$ cat config.mk
export PLATFORM = sky130hd
export DESIGN_NAME = cmdstat_serial_master
export DESIGN_NICKNAME = d
export VERILOG_FILES = /design/src/rtl/cst_pkg.sv /design/src/rtl/cst_sync2.sv /design/src/rtl/cst_phase_timer.sv /design/src/rtl/cst_sequencer.sv /design/src/rtl/cst_line_drive.sv /design/src/rtl/cst_shift_path.sv /design/src/rtl/cmdstat_serial_master.sv
export SDC_FILE = /design/constraint.sdc
export NUM_CORES = 1
export LEC_CHECK = 0
export BUFFER_PORTS_ARGS = -buffer_cell sky130_fd_sc_hd__buf_2
export CORE_MARGIN = 1
export CORE_UTILIZATION = 50
export CTS_BUF_LIST = sky130_fd_sc_hd__clkbuf_8
export DETAILED_ROUTE_END_ITERATION = 8
export HOLD_SLACK_MARGIN = 0.02
export PLACE_DENSITY = 0.73
export SLEW_MARGIN = 20
export SYNTH_ARGS = -nofsm -noshare
export SYNTH_HDL_FRONTEND = slang
export SYNTH_HIERARCHICAL = 1
export SYNTH_SLANG_ARGS = --single-unit
$ cat constraint.sdc
create_clock -name clk -period 3.29 [get_ports clk]
set_input_delay 0 -clock clk [delete_from_list [all_inputs] [get_ports clk]]
set_output_delay 0 -clock clk [all_outputs]
set_load 0.02 [all_outputs]
$ cat src/rtl/cst_pkg.sv
// Shared types for the bit-serial command/status transceiver.
// Assumes: the phases listed here are the only ones the sequencer uses.
package cst_pkg;
    typedef enum logic [2:0] {
        PH_IDLE,
        PH_STA_A,
        PH_STA_B,
        PH_BIT_SET,
        PH_BIT_HI,
        PH_BIT_LO,
        PH_BIT_GAP,
        PH_STOP
    } phase_e;
endpackage

$ cat src/rtl/cst_sync2.sv
// Multi-flop synchronizer for the serial input.
// Assumes: STAGES >= 2. The chain resets to 1, the idle level of the line.
module cst_sync2 #(
    parameter int STAGES = 2
) (
    input  logic clk,
    input  logic rst_n,
    input  logic d_i,
    output logic q_o
);
    logic [STAGES-1:0] chain_q;

    // Shift the asynchronous input through the flop chain.
    always_ff @(posedge clk) begin
        if (!rst_n) chain_q <= '1;
        else        chain_q <= {chain_q[STAGES-2:0], d_i};
    end

    assign q_o = chain_q[STAGES-1];
endmodule

$ cat src/rtl/cst_phase_timer.sv
// Phase length timer: counts system clocks within the current phase and
// flags the last cycle. The length is captured when a transaction starts,
// and a value of 0 is promoted to 1.
// Assumes: run_i is high for every cycle of a transaction.
module cst_phase_timer #(
    parameter int CNT_W = 16
) (
    input  logic             clk,
    input  logic             rst_n,
    input  logic             load_i,
    input  logic [CNT_W-1:0] unit_i,
    input  logic             run_i,
    output logic             phase_end_o
);
    logic [CNT_W-1:0] unit_q;
    logic [CNT_W-1:0] cnt_q;

    // Capture the phase length at acceptance.
    always_ff @(posedge clk) begin
        if (!rst_n)      unit_q <= CNT_W'(1);
        else if (load_i) unit_q <= (unit_i == '0) ? CNT_W'(1) : unit_i;
    end

    // Count cycles within the phase and wrap at its end.
    always_ff @(posedge clk) begin
        if (!rst_n)                    cnt_q <= '0;
        else if (load_i || !run_i)     cnt_q <= '0;
        else if (phase_end_o)          cnt_q <= '0;
        else                           cnt_q <= cnt_q + CNT_W'(1);
    end

    assign phase_end_o = run_i && (cnt_q == unit_q - CNT_W'(1));
endmodule

$ cat src/rtl/cst_sequencer.sv
// Transaction sequencer: walks start, 32 four-phase bits and stop.
// It produces the strobes that the data path uses.
// Assumes: phase_end_i pulses on the last cycle of each phase.
module cst_sequencer
    import cst_pkg::*;
#(
    parameter int WORD_W = 32,
    localparam int IDX_W = $clog2(WORD_W)
) (
    input  logic   clk,
    input  logic   rst_n,
    input  logic   start_i,
    input  logic   phase_end_i,
    output phase_e phase_o,
    output logic   busy_o,
    output logic   accept_o,
    output logic   sample_o,
    output logic   advance_o,
    output logic   finish_o
);
    phase_e           phase_q, phase_d;
    logic [IDX_W-1:0] bit_idx_q;
    logic             last_bit;

    assign last_bit = (bit_idx_q == IDX_W'(WORD_W - 1));

    // Next-phase decision, taken only at the end of a phase.
    always_comb begin
        phase_d = phase_q;
        unique case (phase_q)
            PH_IDLE:    if (start_i)     phase_d = PH_STA_A;
            PH_STA_A:   if (phase_end_i) phase_d = PH_STA_B;
            PH_STA_B:   if (phase_end_i) phase_d = PH_BIT_SET;
            PH_BIT_SET: if (phase_end_i) phase_d = PH_BIT_HI;
            PH_BIT_HI:  if (phase_end_i) phase_d = PH_BIT_LO;
            PH_BIT_LO:  if (phase_end_i) phase_d = PH_BIT_GAP;
            PH_BIT_GAP: if (phase_end_i) phase_d = last_bit ? PH_STOP : PH_BIT_SET;
            PH_STOP:    if (phase_end_i) phase_d = PH_IDLE;
            default:                     phase_d = PH_IDLE;
        endcase
    end

    // Phase register.
    always_ff @(posedge clk) begin
        if (!rst_n) phase_q <= PH_IDLE;
        else        phase_q <= phase_d;
    end

    // Bit index, cleared at acceptance and stepped after each bit.
    always_ff @(posedge clk) begin
        if (!rst_n)                     bit_idx_q <= '0;
        else if (accept_o)              bit_idx_q <= '0;
        else if (advance_o && !last_bit) bit_idx_q <= bit_idx_q + IDX_W'(1);
    end

    assign phase_o   = phase_q;
    assign busy_o    = (phase_q != PH_IDLE);
    assign accept_o  = start_i && (phase_q == PH_IDLE);
    assign sample_o  = phase_end_i && (phase_q == PH_BIT_LO);
    assign advance_o = phase_end_i && (phase_q == PH_BIT_GAP);
    assign finish_o  = phase_end_i && (phase_q == PH_STOP);
endmodule

$ cat src/rtl/cst_line_drive.sv
// Decodes the serial clock and data output levels from the current phase.
// Assumes: phase_i comes straight from a register, so the decode is a
// shallow function of flop outputs.
module cst_line_drive
    import cst_pkg::*;
(
    input  phase_e phase_i,
    input  logic   tx_bit_i,
    output logic   ser_clk_o,
    output logic   ser_dout_o
);
    // Map each phase to its pair of line levels.
    always_comb begin
        ser_clk_o  = 1'b1;
        ser_dout_o = 1'b1;
        unique case (phase_i)
            PH_IDLE:    begin ser_clk_o = 1'b1; ser_dout_o = 1'b1;     end
            PH_STA_A:   begin ser_clk_o = 1'b1; ser_dout_o = 1'b0;     end
            PH_STA_B:   begin ser_clk_o = 1'b0; ser_dout_o = 1'b0;     end
            PH_BIT_SET: begin ser_clk_o = 1'b0; ser_dout_o = tx_bit_i; end
            PH_BIT_HI:  begin ser_clk_o = 1'b1; ser_dout_o = tx_bit_i; end
            PH_BIT_LO:  begin ser_clk_o = 1'b0; ser_dout_o = tx_bit_i; end
            PH_BIT_GAP: begin ser_clk_o = 1'b0; ser_dout_o = tx_bit_i; end
            PH_STOP:    begin ser_clk_o = 1'b1; ser_dout_o = 1'b0;     end
            default:    begin ser_clk_o = 1'b1; ser_dout_o = 1'b1;     end
        endcase
    end
endmodule

$ cat src/rtl/cst_shift_path.sv
// Data path: shifts the command out MSB first and shifts the reply in on
// the LSB side. It then builds the reported status with the command's page
// bits on top.
// Assumes: the strobes are single-cycle and come from the sequencer.
module cst_shift_path #(
    parameter int WORD_W = 32,
    parameter int PAGE_W = 2
) (
    input  logic              clk,
    input  logic              rst_n,
    input  logic              accept_i,
    input  logic [WORD_W-1:0] cmd_i,
    input  logic              advance_i,
    input  logic              sample_i,
    input  logic              finish_i,
    input  logic              din_i,
    output logic              tx_bit_o,
    output logic [WORD_W-1:0] status_o,
    output logic              done_o
);
    logic [WORD_W-1:0] tx_q;
    logic [WORD_W-1:0] rx_q;
    logic [PAGE_W-1:0] page_q;
    logic [WORD_W-1:0] status_q;
    logic              done_q;

    // Command shifter: load at acceptance, move to the next bit after each gap.
    always_ff @(posedge clk) begin
        if (!rst_n)         tx_q <= '0;
        else if (accept_i)  tx_q <= cmd_i;
        else if (advance_i) tx_q <= {tx_q[WORD_W-2:0], 1'b0};
    end

    // Page bits of the accepted command.
    always_ff @(posedge clk) begin
        if (!rst_n)        page_q <= '0;
        else if (accept_i) page_q <= cmd_i[WORD_W-1 -: PAGE_W];
    end

    // Reply shifter: enter each sampled bit on the LSB side.
    always_ff @(posedge clk) begin
        if (!rst_n)        rx_q <= '0;
        else if (accept_i) rx_q <= '0;
        else if (sample_i) rx_q <= {rx_q[WORD_W-2:0], din_i};
    end

    // Reported status, written only when a transaction completes.
    always_ff @(posedge clk) begin
        if (!rst_n)        status_q <= '0;
        else if (finish_i) status_q <= {page_q, rx_q[WORD_W-PAGE_W-1:0]};
    end

    // Completion pulse.
    always_ff @(posedge clk) begin
        if (!rst_n) done_q <= 1'b0;
        else        done_q <= finish_i;
    end

    assign tx_bit_o = tx_q[WORD_W-1];
    assign status_o = status_q;
    assign done_o   = done_q;
endmodule

$ cat src/rtl/cmdstat_serial_master.sv
// Top of the bit-serial command/status transceiver. Connects the sequencer,
// phase timer, input synchronizer, data path and line decode.
// Assumes: the far-side controller updates its output while the serial
// clock is low, and holds it for at least three system clocks before
// the end of a bit's third phase.
module cmdstat_serial_master
    import cst_pkg::*;
#(
    parameter int WORD_W      = 32,
    parameter int PAGE_W      = 2,
    parameter int CNT_W       = 16,
    parameter int SYNC_STAGES = 2
) (
    input  logic              clk,
    input  logic              rst_n,
    input  logic              start_i,
    input  logic [WORD_W-1:0] cmd_i,
    input  logic [CNT_W-1:0]  unit_i,
    output logic              busy_o,
    output logic              done_o,
    output logic [WORD_W-1:0] status_o,
    output logic              ser_clk_o,
    output logic              ser_dout_o,
    input  logic              ser_din_i
);
    phase_e phase;
    logic   busy, accept, sample, advance, finish, phase_end;
    logic   din_sync, tx_bit;

    cst_sequencer #(.WORD_W(WORD_W)) i_seq (
        .clk(clk), .rst_n(rst_n), .start_i(start_i), .phase_end_i(phase_end),
        .phase_o(phase), .busy_o(busy), .accept_o(accept),
        .sample_o(sample), .advance_o(advance), .finish_o(finish)
    );

    cst_phase_timer #(.CNT_W(CNT_W)) i_timer (
        .clk(clk), .rst_n(rst_n), .load_i(accept), .unit_i(unit_i),
        .run_i(busy), .phase_end_o(phase_end)
    );

    cst_sync2 #(.STAGES(SYNC_STAGES)) i_sync (
        .clk(clk), .rst_n(rst_n), .d_i(ser_din_i), .q_o(din_sync)
    );

    cst_shift_path #(.WORD_W(WORD_W), .PAGE_W(PAGE_W)) i_path (
        .clk(clk), .rst_n(rst_n), .accept_i(accept), .cmd_i(cmd_i),
        .advance_i(advance), .sample_i(sample), .finish_i(finish),
        .din_i(din_sync), .tx_bit_o(tx_bit), .status_o(status_o), .done_o(done_o)
    );

    cst_line_drive i_line (
        .phase_i(phase), .tx_bit_i(tx_bit),
        .ser_clk_o(ser_clk_o), .ser_dout_o(ser_dout_o)
    );

    assign busy_o = busy;
endmodule

==> flow_results.org, run 1 <==
** Min path
- Cell depth of the worst min-delay path :: 3
- Destination of the worst hold path :: i_timer/cnt_q[11]
- The worst hold path begins at rst_n.
- The worst hold path belongs to the class in -> reg.

** Global route
- GRT met1 Usage :: 24.7%
- First-pass GRT wire length :: 21700 microns
- Peak-usage layer in the global routing report :: met2
- Initial antenna violation count :: 0
- Global-route track usage on met3 :: 5.05%
- Global routing used 20.3% of the available tracks.
- Met2 Resource Use GR :: 34.1%
- Gr ovfl total :: 0
- Entering global routing, the biggest net connects 94 pins.
- Vias in the first global route :: 4768

** Synth
- Counting distinct cell types in the post-synthesis netlist gives 57.
- The synthesized design contains 0 enable-type register cells.
- After technology mapping, the gate count stands at 641.
- During synthesis, Yosys emitted a total of 6 warnings.
- Top flip-flop cell by instance count after synthesis :: sky130_fd_sc_hd__dfxtp_1
- Of all flip-flops after synthesis, the portion carrying an async set or reset was 0%.
- Flop and latch count out of synthesis :: 139
- Post-synth net total :: 701
- The synthesized netlist occupies a cell area of 0.00663 sq mm.
- Of the synthesized area, sequential elements account for 42.0%.
- Synthesized area per cell :: 10.3 sq um

** STA
- Worst-Margin Slew :: 0.832 ns
- For the finished layout, the period the worst path requires is 3.19 ns.
- Crit share post-route :: 97.1%
- The tightest hold path in the finished design has a slack of 0.178 ns.
- Setup violations remaining at the end of the flow were counted as 0.
- Post-Route Skew :: 0.00911 ns
- For this run, the top clock speed supported by timing is 0.313 GHz.
- Slew Limit Headroom :: 44.5%
- The final count of pins violating max slew came to 0.
- Final Hold Vio Count :: 0

** Floorplanning
- Placeable core region :: 0.0128 sq mm
- Width of the chip :: 117 microns
- Row generation in the floorplan step produced 41 rows.
- Initial Util :: 51.9%
- During I/O placement, the number of pins put on the boundary was 88.
- The floorplan step set the die height to 117 microns.
- Floorplan die area :: 0.0137 sq mm

** Route
- The count of nets left with antenna violations once routing finished came out at 0.
- After detailed routing, the average wire length per cell comes to 14.5 microns.
- Number of DRC violations after detailed-routing iteration 0 :: 365
- DR DRC count :: 0
- After detailed routing, the number of vias per cell comes to 5.32.
- For this run, the detailed router's first-pass iteration total came to 5.
- The routed design has 13900 microns of wire.
- For this block, the via count after detailed routing is 5105.

** Power and ir drop
- Combinational Power Share :: 28.3%
- LEAKAGE :: 3.42 nW
- For this design the total switching power over the nets is 1.50 mW.
- Relative contribution of sequential cells to total power :: 42.0%
- Switching part of the total :: 31.3%
- The clock network is responsible for 29.7% of the overall power.
- Internal power comes to 3.30 mW.
- Power spread over the standard cell area amounts to 585 mW/mm^2.
- Maximum VDD drop :: 0.273 mV

** Place
- Summed over all nets, the half-perimeter wirelength after detailed placement is 8490 microns.
- Port buffering added 87 buffers.
- In this run the cell area measured after placement is 0.00717 sq mm.
- Routability-driven placement finished with a final weighted congestion of 0.796.

** Critical path
- Arrival @ worst endpoint :: 3.54 ns
- At the worst endpoint, the required time is 3.63 ns.
- Among cell families on the critical path, the largest total delay comes from simple AND/OR/NAND/NOR gates.
- R2R cell count :: 12
- STA classifies the critical path startpoint as a flip-flop.
- Critical setup path kind :: reg -> reg
- Critical R2R Capture :: i_path/tx_q[28]
- CP endpoint kind :: flip-flop
- Slowest cell on crit path :: sky130_fd_sc_hd__nor4_4
- R2r setup slk :: 0.1 ns
- On the worst path, the slowest cell contributes a delay of 0.42 ns.
- Max Fanout on Critical Path :: 15
- The worst register-to-register path begins at i_timer/unit_q[1].
- The critical path goes through inv_1 -> ha_2 -> nor4b_4 -> buf_4 -> nand2_1 -> nor4b_1 -> nor4_1 -> nor4_4 -> and3_4 -> clkbuf_16 -> mux2_4 -> o211a_1.
- Crit path buffers/inverters :: 3

** Clock network
- Buffer levels on the longest clock path :: 2
- Clock tree synthesis found a total of 139 sinks.
- Insertion delay to the later sink of the worst-skew pair :: 0.45 ns
- Depth of the CTS H-tree :: 4
- After clock tree synthesis, the clock-pin slew on the worst setup and hold paths is 0.08 ns.
- TritonCTS built the clock tree.
- Clock tree synthesis selected as its root buffer the cell sky130_fd_sc_hd__clkbuf_8.
- Clock buffer count from CTS :: 17

** Finish
- After routing the design area is 0.00820 sq mm.
- Of the cells placed in the final design, the portion with a size suffix greater than 1 is 23.4%.
- From synthesis to final layout, the design area changed by 23.7%.
- Counting the fill cells in the layout gives 998.
- Most common cell after layout, fill and taps aside :: sky130_fd_sc_hd__dfxtp_1
- In the layout the commonest cells are sky130_fd_sc_hd__dfxtp_1, sky130_fd_sc_hd__buf_2, sky130_fd_sc_hd__mux2i_1.
- The repair_antennas step left the layout with diodes totalling 0.
- # nets final :: 834

** Run status
- Run status :: finished, final reports clean

** Run
- Across the run, the number of max-cap violations was 0.
-- worst min-delay path, delay by kind of cell --
kind	cells	cell delay, ns
simple gates	2	0.47
buf+inv	1	0.10
-- stage by stage --
stage	utilization, %	power [mW]	std cells	setup WS, ns	TNS (ns)
2_1_floorplan	-	3.01	641	0.0473	0
3_3_place_gp	56.1	3.26	868	0.186	0
3_5_place_dp	56.1	3.31	868	0.00344	0
4_1_cts	63.3	4.79	950	0.000772	0
5_1_grt	64.2	5.04	959	-0.0692	-1.58
6_report	64.2	4.80	959	0.0965	0
-- cell families (layout without fill, tap and decap cells) --
logic type,count (synthesis),after routing,share of synthesized area (%)
AOI/OAI and AO/OA,66,66,8.29
and+or+nand+nor,226,226,19.7
DFF,139,139,42.0
muxes,116,116,19.8
buffers and inverters,52,198,4.23
adders and majority gates,8,8,1.51
xor gates and xnor gates,34,34,4.49
-- flip-flops by register name, summed over array words and instances, names as in the netlist --
register         flops
i_path/tx_q         32
i_seq/bit_idx_q      5
i_sync/chain_q       2
i_timer/unit_q      16
i_path/status_o     32
i_seq/phase_o        3
i_timer/cnt_q       16
i_path/rx_q         30
i_path/page_q        2
i_path/done_o        1
-- timing repair --
item,4_1_cts,5_1_grt
endpoints found under the hold margin,53,0
hold buffers,50,0
cloned,0,3
pin swaps,0,1
gates resized for setup,1,3
setup endpoints to repair,3,94
setup buffers,0,6
-- per-layer routing --
layer	routed length, microns	up-vias
met5	0	-
met4	242	0
met3	597	23
met2	6740	127
met1	6340	2429
li1	-	2526
-- layout make-up --
class	count	area [sq um]	area share (%)
clock buffers	19	262	3.19
multi-input cells	450	3580	43.6
clock inverters	13	150	1.83
repair buffers	158	1180	14.4
well taps	172	215	2.63
inverters	8	30.0	0.366
flip-flops and latches	139	2780	33.9
-- synth_stat cells, drive strengths merged, types with 3 or more instances --
library cell | n | area share (%)
and3 | 5 | 0.49
mux2 | 31 | 6.9
o21ai | 7 | 0.53
or3 | 5 | 0.47
nor2b | 49 | 4.6
inv | 8 | 0.45
nor4 | 23 | 2.4
nor3 | 7 | 0.68
nand4b | 3 | 0.62
nor4b | 3 | 0.72
buf | 28 | 2.9
nand2b | 35 | 3.3
nand3 | 15 | 1.1
xor2 | 12 | 1.6
dfxtp | 139 | 42
ha | 8 | 1.5
nand2 | 19 | 1.1
mux2i | 85 | 13
nand4 | 7 | 0.66
clkbuf | 16 | 0.91
nor2 | 47 | 2.7
a21oi | 8 | 0.66
xnor2 | 22 | 2.9
o211a | 32 | 4.8
-- power groups by stage --
stage / Sequential (mW) / Combinational [mW] / Clock (mW)
after global routing: 2.04 / 1.47 / 1.53
after global placement: 2.04 / 1.22 / 0
after floorplan: 2.00 / 1.01 / 0
after CTS: 2.01 / 1.32 / 1.46
final: 2.02 / 1.36 / 1.42
after detailed placement: 2.05 / 1.26 / 0
-- worst max path at each step --
stage	from	to	depth (start not counted)
final	i_timer/unit_q[1]	i_path/tx_q[28]	12
after global routing	i_timer/unit_q[1]	i_path/status_o[6]	13
after CTS	i_timer/unit_q[1]	i_path/tx_q[27]	11
after detailed placement	i_timer/unit_q[1]	i_path/status_o[8]	12
after global placement	i_timer/unit_q[1]	i_path/tx_q[27]	11
after floorplan	i_timer/unit_q[0]	i_path/tx_q[10]	13
Power figures use the tool's default switching activity.
==> inputs of run 2 (changes only) <==
- REMOVE_ABC_BUFFERS: unset -> 1
==> flow_results.org, run 2 (synthesis gave the netlist of run 1 again) <==
** STA
- Worst-Margin Slew :: 0.861 ns (+0.0288 ns)
- Top achievable clock speed :: 0.315 GHz (+0.68%)
- The hold violation count in the final report is 0 (unchanged).
- Final Max Slew Viols :: 0 (unchanged)
- The relative max-transition margin came to 42.6% (-1.9 points).
- The final count of negative-setup-slack endpoints is 0 (unchanged).
- The final critical-path setup slack is 0.118 ns (+0.0214 ns).
- Time the worst path needs with I/O delays and setup :: 3.17 ns (-0.0214 ns)
- The worst hold slack after final layout is 0.139 ns (-0.0386 ns).
- Crit share post-route :: 96.4% (-0.65 points)
- The setup skew after layout was 0.00899 ns (-0.000117 ns).
- The accumulated negative setup slack is 0 ns (unchanged).

** Critical path
- The worst setup path is captured at a flip-flop.
- The worst setup path is launched from a flip-flop.
- Critical setup path kind :: reg -> reg
- Most frequent CP cell :: sky130_fd_sc_hd__buf_4
- Data required time at the worst endpoint :: 3.62 ns (about the same)
- Max Fanout on Critical Path :: 16 (+1)
- Delay-heaviest family, CP :: simple AND/OR/NAND/NOR gates
- Arrival @ worst endpoint :: 3.50 ns (-0.04 ns)
- Highest cell delay on the worst timing path :: 0.37 ns (-0.05 ns)
- Worst path cell trace :: inv_1 -> ha_2 -> nor4b_4 -> buf_4 -> buf_4 -> nand4_1 -> a21oi_2 -> nor4_2 -> nor4_4 -> and3_4 -> clkbuf_16 -> mux2_4 -> o211a_1
- Slowest cell on crit path :: sky130_fd_sc_hd__dfxtp_1
- The buffering stage count on the worst path with inverters included came to 4 (+1).

** Global route
- The global-route wire length before repair came to 22000 microns (+1.6%).
- Largest net degree at the start of global routing :: 56 (-40%)
- Initial antenna violation count :: 0 (unchanged)
- The overall routing resource usage was 20.5% (+0.24 points).
- The total congestion overflow came to 0 (unchanged).
- Vias in the first global route :: 4841 (+1.5%)

** Clock network
- The tree is rooted in a sky130_fd_sc_hd__clkbuf_8.
- Insertion delay to the later sink of the worst-skew pair :: 0.44 ns (about the same)
- TritonCTS built the clock tree.
- The clock-pin slew on the worst setup and hold paths was 0.07 ns (about the same).
- Depth of the CTS H-tree :: 4 (unchanged)
- The CTS sink count came to 139 (unchanged).
- The maximum count of clock buffers along a single path was 2 (unchanged).
- The number of CTS-inserted buffers is 17 (unchanged).

** Floorplanning
- Placeable core region :: 0.0128 sq mm (unchanged)
- Initial Util :: 51.9% (unchanged)
- Die Y :: 117 microns (unchanged)
- The total number of placement rows was 41 (unchanged).
- Width of the chip :: 117 microns (unchanged)
- Ports placed on the boundary :: 88 (unchanged)
- Floorplan die area :: 0.0137 sq mm (unchanged)

** Finish
- The finished layout cell area is 0.00814 sq mm (-0.75%).
- The final standard cell count with taps included and fillers excluded is 951 (-0.83%).
- The total area of multi-input combinational cells is 0.00360 sq mm (+0.56%).
- Ratio of cells with drive above 1 in the final layout :: 23.1% (-0.27 points)
- Area Overhead vs Synth :: 22.8%
- Number of fillers in the final layout :: 1051 (+5.3%)
- Most common cell after layout, fill and taps aside :: sky130_fd_sc_hd__dfxtp_1
- The post-route core utilization came to 63.7% (-0.48 points).
- The number of nets in the layout came to 830 (-0.48%).
- Antenna Cells :: 0 (unchanged)
- In the layout the commonest cells are sky130_fd_sc_hd__dfxtp_1, sky130_fd_sc_hd__buf_2, sky130_fd_sc_hd__mux2i_1.
- The area of all sequential standard cells was 0.00278 sq mm (unchanged).

** Route
- Detailed-route vias per instance :: 5.27 (-1.0%)
- Routed met1 length :: 6060 microns (-4.4%)
- The routed wire length per instance came to 14.4 microns (-0.97%).
- The remaining design rule violation count is 0 (unchanged).
- Total iterations of the first detailed-routing run :: 4 (-1)
- Count of antenna-violating nets left after detailed routing :: 0 (unchanged)
- Number of DRC violations after detailed-routing iteration 0 :: 432 (+18%)
- The total met3 wirelength after detailed routing came to 580 microns (-2.8%).
- The detailed router used layers up to and including met4.
- The met2 routed wirelength is 6860 microns (+1.7%).
- Number of vias in the routed layout :: 5011 (-1.8%)
- The total detailed-routing wirelength came to 13700 microns (-1.8%).

** Power and ir drop
- LEAKAGE :: 3.38 nW (-1.1%)
- Relative contribution of the clock network to total power :: 28.3% (-1.4 points)
- Maximum VDD drop :: 0.385 mV (+41%)
- Power density over the cells :: 572 mW/mm^2 (-2.4%)
- The part of the total power dissipated in sequential elements is 43.3% (+1.3 points).
- The fraction of power spent switching nets was 30.8% (-0.42 points).
- Cell-internal power :: 3.22 mW (-2.5%)
- The logic gate share of total power was 28.4% (about the same).
- Net load switching power :: 1.43 mW (-4.4%)
- The total design power was 4.65 mW (-3.1%).

** Place
- The count of port buffers added during placement is 87 (unchanged).
- The setup slack after placement is 0.0237 ns (+0.0202 ns).
- Final RePlAce weighted congestion :: 0.866 (+8.9%)
- The instance area at placement came to 0.00715 sq mm (-0.28%).
- HPWL reported at the end of detailed placement :: 8470 microns (-0.28%)
- Placed cell count :: 867 (-0.12%)

** Min path
- Min-delay worst type :: in -> reg

** Run
- Max-capacitance violation count :: 0 (unchanged)

** Run status
- The flow ran to the end, and the final reports show no timing, DRC or antenna violations.
run 2: final timing paths:
| kind | startpoint | to | slack (ns) | depth (start not counted) |
|---|---|---|---|---|
| max | i_timer/unit_q[0] | i_path/tx_q[11] | 0.12 | 13 |
| min | rst_n | i_timer/unit_q[0] | 0.14 | 2 |
| max reg2reg | i_timer/unit_q[0] | i_path/tx_q[11] | 0.12 | 13 |
| min reg2reg | i_sync/chain_q[0] | i_sync/chain_q[1] | 0.41 | 1 |
run 2: area by class of cell:
type	instances	share of cell area [%]
Inverter	8	0.369
Sequential cell	139	34.2
Tap cell	172	2.65
Multi-Input combinational cell	450	44.2
Clock buffer	20	3.38
Timing Repair Buffer	154	14.0
Clock inverter	8	1.20
run 2: worst register-to-register path, cell delays in order, from the launching register on:
cell                        delay (ns)
sky130_fd_sc_hd__dfxtp_1          0.37
sky130_fd_sc_hd__inv_1            0.08
sky130_fd_sc_hd__ha_2             0.22
sky130_fd_sc_hd__nor4b_4          0.33
sky130_fd_sc_hd__buf_4            0.20
sky130_fd_sc_hd__buf_4            0.12
sky130_fd_sc_hd__nand4_1          0.10
sky130_fd_sc_hd__a21oi_2          0.18
sky130_fd_sc_hd__nor4_2           0.09
sky130_fd_sc_hd__nor4_4           0.36
sky130_fd_sc_hd__and3_4           0.28
sky130_fd_sc_hd__clkbuf_16        0.21
sky130_fd_sc_hd__mux2_4           0.31
sky130_fd_sc_hd__o211a_1          0.21
run 2: what timing repair did:
action / 4_1_cts / 5_1_grt
endpoints found under the hold margin: 55 / 0
setup buffers: 2 / 1
gates cloned: 0 / 3
setup endpoints to repair: 9 / 99
hold buffers: 50 / 0
pin swaps: 0 / 2
gates resized for setup: 0 / 9
run 2: power groups by stage:
stage               clock [mW]  combinational [mW]  sequential [mW]
CTS                       1.35                1.29             2.01
global placement             0                1.20             2.04
global route              1.44                1.45             2.04
finish                    1.31                1.32             2.02
floorplan                    0               0.958             2.01
detailed placement           0                1.24             2.05
run 2: per-layer routing:
| layer | global-route usage [%] | vias to the layer above |
|---|---|---|
| met1 | 23.8 | 2371 |
| met5 | 0 | - |
| met3 | 5.61 | 19 |
| met4 | 7.85 | 0 |
| met2 | 36.0 | 115 |
| li1 | - | 2506 |
==> inputs of run 3 (changes only) <==
- ABC_AREA: unset -> 1
- PLACE_DENSITY: 0.73 -> 0.74
==> flow_results.org, run 3 <==
** Run status
- The flow ran to the end, and the final reports show no timing, DRC or antenna violations.

** STA
- The relative max-transition margin was 42.0% (-0.60 points).
- The minimum period implied by the final worst setup slack was 2.90 ns (-0.274 ns).
- The worst hold slack after final layout came to 0.0648 ns (-0.0746 ns).
- Final Hold Vio Count :: 0 (unchanged)
- Crit share post-route :: 88.1% (-8.3 points)
- Final Max Slew Viols :: 0 (unchanged)
- Setup violations, final :: 0 (unchanged)
- The final critical-path setup slack was 0.392 ns (+0.274 ns).
- Post-Route Skew :: 0.0127 ns (+0.00374 ns)
- Worst-Margin Slew :: 0.869 ns (+0.00805 ns)
- Top achievable clock speed :: 0.345 GHz (+9.5%)
- Setup repair after global routing left no endpoint under its margin.

** Synth
- The average cell area after synthesis came to 7.09 sq um (-31%).
- Number of standard cells after synthesis :: 926 (+44%)
- Register area share after synthesis :: 42.4% (+0.36 points)
- Count of unique library cells instantiated by Yosys :: 38 (-33%)
- Leading cell type by number of instances after synthesis :: sky130_fd_sc_hd__nand2_1
- For this run, the leading register cell type out of synthesis is sky130_fd_sc_hd__dfxtp_1.
- Yosys Warn Count :: 6 (unchanged)
- Largest area contributor in the synthesized netlist :: sky130_fd_sc_hd__dfxtp_1
- The number of flops mapped to enable cells by yosys came to 0 (unchanged).
- Portion of synthesized cell area occupied by the leading cell type :: 42.4% (+0.36 points)
- Main area contributors after synthesis :: sky130_fd_sc_hd__dfxtp_1, sky130_fd_sc_hd__nand2_1, sky130_fd_sc_hd__nor2_1
- The number of flip-flops and latches in the synthesized netlist was 139 (unchanged).
- Combined area of all synthesized cells :: 0.00657 sq mm (-0.85%)
- The share of flip-flops with an asynchronous set or reset after synthesis is 0% (unchanged).
- Commonest cells post-synth :: sky130_fd_sc_hd__nand2_1, sky130_fd_sc_hd__dfxtp_1, sky130_fd_sc_hd__nor2_1

** Route
- Wire per inst :: 12.4 microns (-14%)
- DR DRC count :: 0 (unchanged)
- The met2 routed wirelength was 7220 microns (+5.3%).
- Routed signal wires occupy layers up through met4.
- Met3 WL :: 630 microns (+8.6%)
- Count of antenna-violating nets left after detailed routing :: 0 (unchanged)
- The total detailed-routing wirelength is 15300 microns (+12%).
- The number of iterations in the first detailed-routing pass is 5 (+1).
- The total number of vias came to 6126 (+22%).
- The routed length on met1 came to 7150 microns (+18%).
- Detailed-route vias per instance :: 4.97 (-5.7%)
- The DRC violation total after the first TritonRoute iteration is 378 (-13%).

** Clock network
- Root cell of the clock tree :: sky130_fd_sc_hd__clkbuf_8
- Clock transition at the registers of the reported paths :: 0.09 ns (+0.02 ns)
- Clock buffer count from CTS :: 17 (unchanged)
- The CTS sink count was 139 (unchanged).
- TritonCTS built the clock tree.
- The maximum level of the CTS H-tree was 4 (unchanged).
- The number of gates resized after CTS is 0 (unchanged).
- The maximum count of clock buffers along a single path is 2 (unchanged).
- Insertion delay to the later sink of the worst-skew pair :: 0.45 ns (about the same)

** Critical path
- The most critical setup path has its endpoint at i_path/rx_q[25].
- The worst register-to-register path ends at i_path/rx_q[25].
- The setup slack of the most critical reg-to-reg path is 0.39 ns (+0.27 ns).
- The critical path is of the reg -> reg type.
- The length in cells of the worst reg-to-reg path is 15 (+2).
- The critical path's largest stage delay was 0.44 ns (+0.07 ns).
- Max Fanout on Critical Path :: 30 (+14)
- The cell count along the critical path is 15 (+2).
- The slowest stage of the critical path is the sky130_fd_sc_hd__dfxtp_1 cell.
- The cell that appears most often on the critical path is sky130_fd_sc_hd__nor2_1.
- The most critical setup path has its startpoint at i_seq/phase_o[1].
- Data required time at the worst endpoint :: 3.59 ns (-0.03 ns)
- Delay-heaviest family, CP :: simple AND/OR/NAND/NOR gates
- Reg-to-reg critical path startpoint :: i_seq/phase_o[1]
- STA classifies the critical path endpoint as a flip-flop.
- Setup crit start kind :: flip-flop
- The critical path goes through inv_1 -> ha_1 -> nand2_1 -> o21a_1 -> nand3_1 -> nor2_1 -> nand2_1 -> nor2_1 -> nand4_1 -> nor2_1 -> inv_2 -> nor2_2 -> inv_1 -> o21ai_0 -> a21oi_1.
- Crit path buffers/inverters :: 3 (-1)
- The arrival time at the worst endpoint is 3.20 ns (-0.30 ns).

** Min path
- The path class of the tightest hold or removal check is in -> reg.

** Finish
- Most common cell after layout, fill and taps aside :: sky130_fd_sc_hd__nand2_1
- The top cell types in the final layout, fill and taps aside, are sky130_fd_sc_hd__nand2_1, sky130_fd_sc_hd__dfxtp_1, sky130_fd_sc_hd__nor2_1.
- Relative to the synthesized area, the layout overhead comes to 20.7%.
- Antenna Cells :: 0 (unchanged)
- Final Instance Count excl. Fillers :: 1233 (+30%)
- The fraction of final layout cells sized beyond drive strength 1 came to 17.8% (-5.3 points).
- # nets final :: 1108 (+33%)
- Post-layout util :: 62.3% (-1.4 points)
- The count of filler cells inserted in the layout came to 1194 (+14%).

** Power and ir drop
- Maximum VDD drop :: 0.337 mV (-12%)
- The leakage power is 3.75 nW (+11%).
- The portion of total power attributed to the clock network was 29.7% (+1.4 points).
- The logic gate share of total power was 29.3% (+0.9 points).
- Relative contribution of sequential cells to total power :: 41.0% (-2.3 points)
- Cell-internal power :: 3.03 mW (-5.6%)
- The power density of the placed cells came to 605 mW/mm^2 (+5.9%).
- The switching power total is 1.76 mW (+23%).
- The fraction of power spent switching nets is 36.8% (+5.9 points).

** Floorplanning
- Ports placed on the boundary :: 88 (unchanged)
- The die extent in x came to 117 microns (-0.42%).
- Placeable core region :: 0.0127 sq mm (-0.40%)
- Number of standard-cell rows in the floorplan :: 41 (unchanged)
- Die Y :: 117 microns (-0.42%)
- Floorplan die area :: 0.0136 sq mm (-0.84%)
- The initial cell density of the core came to 51.6% (-0.23 points).

** Place
- The placed wire-length estimate is 9640 microns (+14%).
- The count of port buffers added during placement was 87 (unchanged).
- The placer's final routability congestion estimate is 0.874 (+0.91%).
- The setup slack after placement is 0.393 ns (+0.369 ns).
- Placed cell count :: 1152 (+33%)

** Global route
- Gr ovfl total :: 0 (unchanged)
- First-pass GRT wire length :: 25600 microns (+16%)
- The largest net degree at the start of global routing came to 47 (-16%).
- The overall routing resource usage came to 23.9% (+3.4 points).
- The initial antenna violation count was 0 (unchanged).
- The via count of the first global-routing pass is 5555 (+15%).

** Run
- Max-capacitance violation count :: 0 (unchanged)
run 3: changes by cell type in the layout (fill, tap and decap cells not counted), moves of 29 or more:
cell / before / now
sky130_fd_sc_hd__nand2b_1: 35 / 0
sky130_fd_sc_hd__mux2i_1: 84 / 0
sky130_fd_sc_hd__mux2_4: 29 / 0
sky130_fd_sc_hd__inv_1: 8 / 76
sky130_fd_sc_hd__o211a_1: 32 / 0
sky130_fd_sc_hd__nor2b_1: 49 / 0
sky130_fd_sc_hd__nand3_1: 15 / 92
sky130_fd_sc_hd__nand2_1: 19 / 241
sky130_fd_sc_hd__nor2_1: 47 / 135
sky130_fd_sc_hd__o21ai_0: 7 / 61
run 3: metal layers:
metal | vias up | track usage (%)
met5 | - | 0
met4 | 0 | 9.54
met3 | 28 | 5.40
met2 | 144 | 38.4
met1 | 2787 | 31.2
li1 | 3167 | -
run 3: how the worst min path moves through the flow:
stage | start | to | cells past startpoint
2_1_floorplan | rst_n | i_sync/chain_q[0] | 1
3_3_place_gp | ser_din_i | i_sync/chain_q[0] | 3
3_5_place_dp | ser_din_i | i_sync/chain_q[0] | 3
4_1_cts | start_i | i_seq/bit_idx_q[3] | 4
5_1_grt | start_i | i_seq/bit_idx_q[3] | 4
6_report | rst_n | i_sync/chain_q[0] | 2
run 3: cell type report:
type | count | area [sq um] | area share (%)
inverter | 82 | 310 | 3.91
multi-input combinational | 663 | 3220 | 40.6
clock buffer | 18 | 248 | 3.12
clock inverter | 14 | 160 | 2.02
timing repair buffer | 145 | 993 | 12.5
tap | 172 | 215 | 2.71
sequential | 139 | 2780 | 35.1
run 3: worst reg2reg max path: cells and delay by family, from the launching register on:
kind	cells	cell delay [ns]
buffers and inverters	3	0.62
AOI/OAI and AO/OA	3	0.55
adders and majority gates	1	0.23
and+or+nand+nor	8	0.94
DFF	1	0.44
run 3: power groups by stage:
stage | clock network, mW | logic [mW] | registers, mW
3_5_place_dp | 0 | 1.34 | 2.00
6_report | 1.43 | 1.41 | 1.97
4_1_cts | 1.45 | 1.39 | 1.96
5_1_grt | 1.52 | 1.61 | 1.99
3_3_place_gp | 0 | 1.33 | 2.00
2_1_floorplan | 0 | 1.01 | 1.98
run 3: what timing repair did:
| action | CTS | global route |
|---|---|---|
| buffers inserted | 0 | 0 |
| hold endpoints to repair | 51 | 0 |
| hold buffers | 49 | 0 |
run 3: cell families after synthesis:
kind of cell / synth area share [%]
buffers and inverters: 8.86
xor gates and xnor gates: 3.33
adders and majority gates: 1.52
DFF: 42.4
AOI/OAI and AO/OA: 9.45
and+or+nand+nor: 34.5
run 3: stage by stage:
| stage | TNS (ns) | area [sq um] | power [mW] |
|---|---|---|---|
| floorplan | -36.63 | 6300 | 2.99 |
| global placement | 0 | 7030 | 3.33 |
| detailed placement | 0 | 7030 | 3.35 |
| CTS | 0 | 7930 | 4.81 |
| global route | 0 | 7930 | 5.12 |
| finish | 0 | 7930 | 4.80 |
